--- src/rtl/aud_step_pkg.sv ---
package aud_step_pkg;

    localparam int STEP_COUNT = 8;
    localparam int STEP_W     = $clog2(STEP_COUNT);

    typedef struct packed {
        logic len;
        logic swp;
        logic env;
    } strobe_t;

endpackage

--- src/rtl/aud_step_timer.sv ---
module aud_step_timer #(
    parameter int CYCLES_PER_STEP = 2048
) (
    input  logic clk,
    input  logic rst_n,
    input  logic cyc_en,
    input  logic power_en,
    output logic step_tick,
    output logic restart
);

    localparam int CNT_W = $clog2(CYCLES_PER_STEP + 1);
    localparam logic [CNT_W-1:0] RELOAD = CNT_W'(CYCLES_PER_STEP);
    localparam logic [CNT_W-1:0] LAST   = CNT_W'(1);

    typedef struct packed {
        logic [CNT_W-1:0] cnt;
        logic             pwr;
    } tmr_t;

    tmr_t tmr_d, tmr_q;

    always_comb begin
        tmr_d     = tmr_q;
        tmr_d.pwr = power_en;
        restart   = power_en & ~tmr_q.pwr;
        step_tick = 1'b0;
        if (restart) begin
            tmr_d.cnt = RELOAD;
        end else if (power_en && cyc_en) begin
            if (tmr_q.cnt == LAST) begin
                tmr_d.cnt = RELOAD;
                step_tick = 1'b1;
            end else begin
                tmr_d.cnt = tmr_q.cnt - LAST;
            end
        end
    end

    always_ff @(posedge clk or negedge rst_n) begin
        if (!rst_n) begin
            tmr_q.cnt <= RELOAD;
            tmr_q.pwr <= 1'b0;
        end else begin
            tmr_q <= tmr_d;
        end
    end

    // the countdown never leaves 1..RELOAD
    a_r2_cnt_range: assert property (@(posedge clk) disable iff (!rst_n)
        (tmr_q.cnt != '0) && (tmr_q.cnt <= RELOAD));

    // power low freezes the countdown
    a_r9_hold_off: assert property (@(posedge clk) disable iff (!rst_n)
        !power_en |=> (tmr_q.cnt == $past(tmr_q.cnt)));

    // power rising edge reloads the countdown
    a_r8_reload: assert property (@(posedge clk) disable iff (!rst_n)
        restart |=> (tmr_q.cnt == RELOAD));

endmodule

--- src/rtl/aud_step_pattern.sv ---
module aud_step_pattern
    import aud_step_pkg::*;
(
    input  logic [STEP_W-1:0] step,
    output strobe_t           strb,
    output logic              skip_len
);

    always_comb begin
        strb.len = ~step[0];
        strb.swp = (step[1:0] == 2'b10);
        strb.env = (step == STEP_W'(STEP_COUNT - 1));
        skip_len = step[0];
    end

endmodule

--- src/rtl/aud_step_gen.sv ---
module aud_step_gen
    import aud_step_pkg::*;
#(
    parameter int CYCLES_PER_STEP = 2048
) (
    input  logic              clk,
    input  logic              rst_n,
    input  logic              cyc_en,
    input  logic              power_en,
    output logic              len_stb_o,
    output logic              swp_stb_o,
    output logic              env_stb_o,
    output logic [STEP_W-1:0] step_o,
    output logic              extra_len_o
);

    typedef struct packed {
        logic [STEP_W-1:0] step;
        strobe_t           strb;
    } seq_t;

    seq_t    seq_d, seq_q;
    logic    tick, restart, skip_len;
    strobe_t pat;

    aud_step_timer #(.CYCLES_PER_STEP(CYCLES_PER_STEP)) u_timer (
        .clk      (clk),
        .rst_n    (rst_n),
        .cyc_en   (cyc_en),
        .power_en (power_en),
        .step_tick(tick),
        .restart  (restart)
    );

    aud_step_pattern u_pattern (
        .step    (seq_q.step),
        .strb    (pat),
        .skip_len(skip_len)
    );

    always_comb begin
        seq_d      = seq_q;
        seq_d.strb = '0;
        if (restart) begin
            seq_d.step = '0;
        end else if (tick) begin
            seq_d.strb = pat;
            seq_d.step = seq_q.step + STEP_W'(1);
        end
    end

    always_ff @(posedge clk or negedge rst_n) begin
        if (!rst_n) begin
            seq_q <= '0;
        end else begin
            seq_q <= seq_d;
        end
    end

    assign len_stb_o   = seq_q.strb.len;
    assign swp_stb_o   = seq_q.strb.swp;
    assign env_stb_o   = seq_q.strb.env;
    assign step_o      = seq_q.step;
    assign extra_len_o = skip_len;

    // length strobe lands as an even step is left, so the new step is odd
    a_r3_len_even: assert property (@(posedge clk) disable iff (!rst_n)
        len_stb_o |-> step_o[0]);

    // sweep strobe only after steps 2 and 6
    a_r4_swp_steps: assert property (@(posedge clk) disable iff (!rst_n)
        swp_stb_o |-> (step_o == 3'd3 || step_o == 3'd7));

    // envelope strobe only after step 7
    a_r5_env_step: assert property (@(posedge clk) disable iff (!rst_n)
        env_stb_o |-> (step_o == 3'd0));

    // strobes last one clock
    a_r7_one_cycle: assert property (@(posedge clk) disable iff (!rst_n)
        (len_stb_o || swp_stb_o || env_stb_o) |=> !(len_stb_o || swp_stb_o || env_stb_o));

    // the step index moves only on a completed countdown or a restart
    a_r2_step_stable: assert property (@(posedge clk) disable iff (!rst_n)
        (!tick && !restart) |=> $stable(step_o));

    // power-on forces step 0 with no strobe
    a_r8_restart: assert property (@(posedge clk) disable iff (!rst_n)
        restart |=> (step_o == '0 && !len_stb_o && !swp_stb_o && !env_stb_o));

endmodule

--- config.mk ---
export PLATFORM = sky130hd
export DESIGN_NAME = aud_step_gen
export DESIGN_NICKNAME = d
export VERILOG_FILES = /design/src/rtl/aud_step_pkg.sv /design/src/rtl/aud_step_timer.sv /design/src/rtl/aud_step_pattern.sv /design/src/rtl/aud_step_gen.sv
export SDC_FILE = /design/constraint.sdc
export NUM_CORES = 1
export LEC_CHECK = 0
export ABC_AREA = 1
export BUFFER_PORTS_ARGS = -buffer_cell sky130_fd_sc_hd__buf_2
export CORE_MARGIN = 2
export CORE_UTILIZATION = 60
export DETAILED_ROUTE_END_ITERATION = 10
export PLACE_DENSITY = 0.8
export SYNTH_ARGS = -nofsm -noshare
export SYNTH_HDL_FRONTEND = slang
export SYNTH_HIERARCHICAL = 1
export SYNTH_SLANG_ARGS = --single-unit
--- constraint.sdc ---
create_clock -name clk -period 4.2 [get_ports clk]
set_clock_uncertainty 0.2 [all_clocks]
set_input_delay 0.42 -clock clk [delete_from_list [all_inputs] [get_ports clk]]
set_output_delay 0.42 -clock clk [all_outputs]
set_load 0.005 [all_outputs]
==> metrics.md <==
| Metric | Value |
|---|---|
| Status | `finished, final reports clean` |
| Core Rows | `16` |
| Worst R2R Start | `u_timer/tmr_q[2]$_DFFE_PN0P_` |
| Largest delay share family, worst path | `simple AND/OR/NAND/NOR gates` |
| Tightest Pin Transition | `between 500 and 600 ps` |
| First-pass GRT wire length | `between 3000 and 4000 um` |
| Power density cells | `just under 600 nW/um^2` |
| Hpwl dp | `about 1700 um` |
| Crit path time final | `about 1900 ps` |
| Layout area overhead | `7.64%` |
| Static Leak | `between 0.6 and 0.7 nW` |
| FF-to-FF setup slack | `roughly 2300 ps` |
| GP Congestion | `roughly 0.83` |
| Largest net degree at the start of global routing | `20` |
| Critical Path AT | `1870 ps` |
| Ant. Diodes | `0` |
| Layout cells sized above 1 | `0.234` |
| Max Cap Viol | `0` |
| Power Internal | `between 300 and 400 uW` |
| Final period util | `0.448` |
| Max Slew Vio Count | `0` |
| Worst-skew pair later-pin latency | `300 ps` |
| Cell Area, Synth | `1180 um^2` |
| CP Capture Type | `flop` |
| CTS Sinks | `19` |
| ANT nets after route | `0` |
| CP Max Fanout | `8` |
| Final Core Density | `0.668` |
| Fin area | `between 1000 and 1500 um^2` |
| Post-Synthesis Cells | `between 150 and 200` |
| Vias in the first global route | `915` |
| Sequential area share after synthesis | `0.404` |
| Yosys reg bits | `19` |
| Final Hold Vio Count | `0` |
| Reg clk slew, reported paths | `approximately 100 ps` |
| CTS max path bufs | `2` |
| Worst IR drop on VDD | `362 uV` |
| Clock H-tree levels | `1` |
| Worst slew margin | `0.645` |
| CP Cell Sequence | `inv_1 -> ha_1 -> nand3_1 -> nor2_2 -> nand2_1 -> nor2_1 -> nor2_2 -> nand2_1 -> o21ai_2` |
| DRT Pass-1 Iters | `4` |
| CTS buffer count | `3` |
| Port Buf Inserts | `10` |
| Sequential share of power | `0.394` |
| Congestion Overflow GR | `0` |
| Worst path max stage delay | `~420 ps` |
| GRT Util Overall | `0.219` |
| Worst reg2reg path endpoint | `step_o[0]$_DFFE_PN0P_` |
| DR WL/cell | `between 10 and 15 um` |
| Reg2Reg Depth | `9` |
| CP Class | `reg2reg` |
| Post-CTS Resized | `0` |
| Net Sw Frac | `0.465` |
| Sum Neg Setup Slack | `0 ps` |
| Gate power share | `0.483` |
| Levels on crit path | `9` |
| Worst hold start | `power_en` |
| Crit path to | `step_o[0]$_DFFE_PN0P_` |
| Initial DRC count | `39` |
| Final #Nets | `approximately 180` |
| CP Data Required Time | `about 4200 ps` |
| DRT Wirelength | `2230 um` |
| Core area | `roughly 1900 um^2` |
| Synth unique cells | `21` |
| Die X | `48.3 um` |
| Syn_nets | `162` |
| Via-per-instance ratio | `between 5 and 6` |
| Die ar. | `between 2000 and 2500 um^2` |
| I/O pin cnt | `11` |
| RSZ-0062 raised after global routing | `false` |
| Critical Path Start Type | `flop` |
| Net Sw Power | `~340 uW` |
| Initial antenna violation count | `0` |
| F_max | `about 530 MHz` |
| DRC viols | `0` |
| Clk root buf | `clkbuf_4` |
| Warnings from Yosys | `6` |
| Slowest CP cell | `nor2_1` |
| Post-DP Area | `~1200 um^2` |
| CP startpoint | `u_timer/tmr_q[2]$_DFFE_PN0P_` |
| Via count | `987` |
| CTS tree | `built` |
| Initial Utilization | `0.620` |
| Critical path buffers and inverters | `1` |
| Clock power share | `0.123` |
| HP Class | `in2reg` |
| Final setup violation count | `0` |
| Pwr Total | `732 uW` |
| Post-synthesis average cell area | `roughly 7.6 um^2` |
| Chip height | `48.3 um` |
## how the worst min path moves through the flow
stage,slack [ps],cells after the start,to
3_3_place_gp,180,1,len_stb_o$_DFF_PN0_
6_report,80,1,u_timer/tmr_q[0]$_DFF_PN0_
4_1_cts,70,1,u_timer/tmr_q[0]$_DFF_PN0_
2_1_floorplan,-80,0,env_stb_o$_DFF_PN0_
5_1_grt,70,1,u_timer/tmr_q[0]$_DFF_PN0_
3_5_place_dp,180,1,swp_stb_o$_DFF_PN0_
## Yosys cell counts
library cell / instances / share of area
a21oi_1: 1 / 0.0042
a21oi_2: 1 / 0.0074
buf_4: 1 / 0.0064
buf_6: 2 / 0.019
dfrtp_1: 18 / 0.38
dfstp_2: 1 / 0.022
ha_1: 3 / 0.032
inv_1: 22 / 0.070
nand2_1: 37 / 0.12
nand2_2: 3 / 0.016
nand2_4: 2 / 0.019
nand3_1: 12 / 0.051
nand3_2: 2 / 0.017
nand4_1: 5 / 0.027
nor2_1: 22 / 0.070
nor2_2: 14 / 0.074
nor2_4: 2 / 0.019
o21ai_1: 1 / 0.0042
o21ai_2: 1 / 0.0074
o22ai_1: 1 / 0.0053
xor2_1: 4 / 0.030
## cell families after synthesis
kind of cell	after synthesis	synth area share
simple gates	99	0.410
compound gates	5	0.0286
flops	19	0.404
fa+ha+maj	3	0.0318
xor+xnor	4	0.0297
buf+inv	25	0.0954
## worst reg2reg max path, delay by kind of cell, from the launching register on
family / cells / cell delay, ps
compound gates: 1 / 50
fa+ha+maj: 1 / 180
buf+inv: 1 / 90
flops: 1 / 390
simple gates: 6 / 870
## per-stage QoR
step | cells | hold WS [ps] | setup slack [ps]
CTS | 194 | 70.6 | 2320
global route | 194 | 69.3 | 2120
finish | 194 | 84.9 | 2320
global placement | 189 | 176 | 2420
detailed placement | 189 | 181 | 2330
floorplan | 155 | -75.6 | 2650
## cell type report
cell class | count | area (um^2)
clock buffers | 4 | 26.3
fillers | 156 | 632
inverters | 22 | 82.6
multi-input cells | 111 | 591
flip-flops and latches | 19 | 477
well taps | 27 | 33.8
repair buffers | 11 | 60.1
## power by group through the flow
stage	Sequential (mW)	Combinational [mW]	Clock, mW
5_1_grt	0.295	0.411	0.104
6_report	0.288	0.353	0.0901
3_5_place_dp	0.290	0.349	0
3_3_place_gp	0.288	0.334	0
2_1_floorplan	0.280	0.288	0
4_1_cts	0.287	0.353	0.0958
## timing repair
item / 4_1_cts / 5_1_grt
hold endpoints to repair: 18 / 0
setup buffers: 0 / 0
hold buffers: 1 / 0
## registers in the layout, indices dropped and copies added, names as in the netlist
name           cells
step_o             3
u_timer/tmr_q     13
env_stb_o          1
len_stb_o          1
swp_stb_o          1
## cells in the final DEF (no fill, tap or decap)
| master | count |
|---|---|
| nor2_4 | 2 |
| o22ai_1 | 1 |
| dlygate4sd3_1 | 1 |
| nand2_4 | 2 |
| buf_2 | 10 |
| nand3_2 | 2 |
| dfrtp_1 | 18 |
| dfstp_2 | 1 |
| a21oi_1 | 1 |
| inv_1 | 22 |
| ha_1 | 3 |
| nand2_2 | 3 |
| a21oi_2 | 1 |
| nand4_1 | 5 |
| clkbuf_4 | 3 |
| nor2_1 | 22 |
| nand3_1 | 12 |
| nor2_2 | 14 |
| xor2_1 | 4 |
| nand2_1 | 37 |
| o21ai_2 | 1 |
| o21ai_1 | 1 |
| clkbuf_1 | 1 |
## layer usage
metal	share of wire	track usage	up-vias
li1	-	-	500
met1	0.46	0.281	456
met2	0.48	0.370	26
met3	0.055	0.0679	5
met4	0.0085	0.0429	0
met5	0	0	-
No activity file was read; power rests on OpenSTA's default activity.
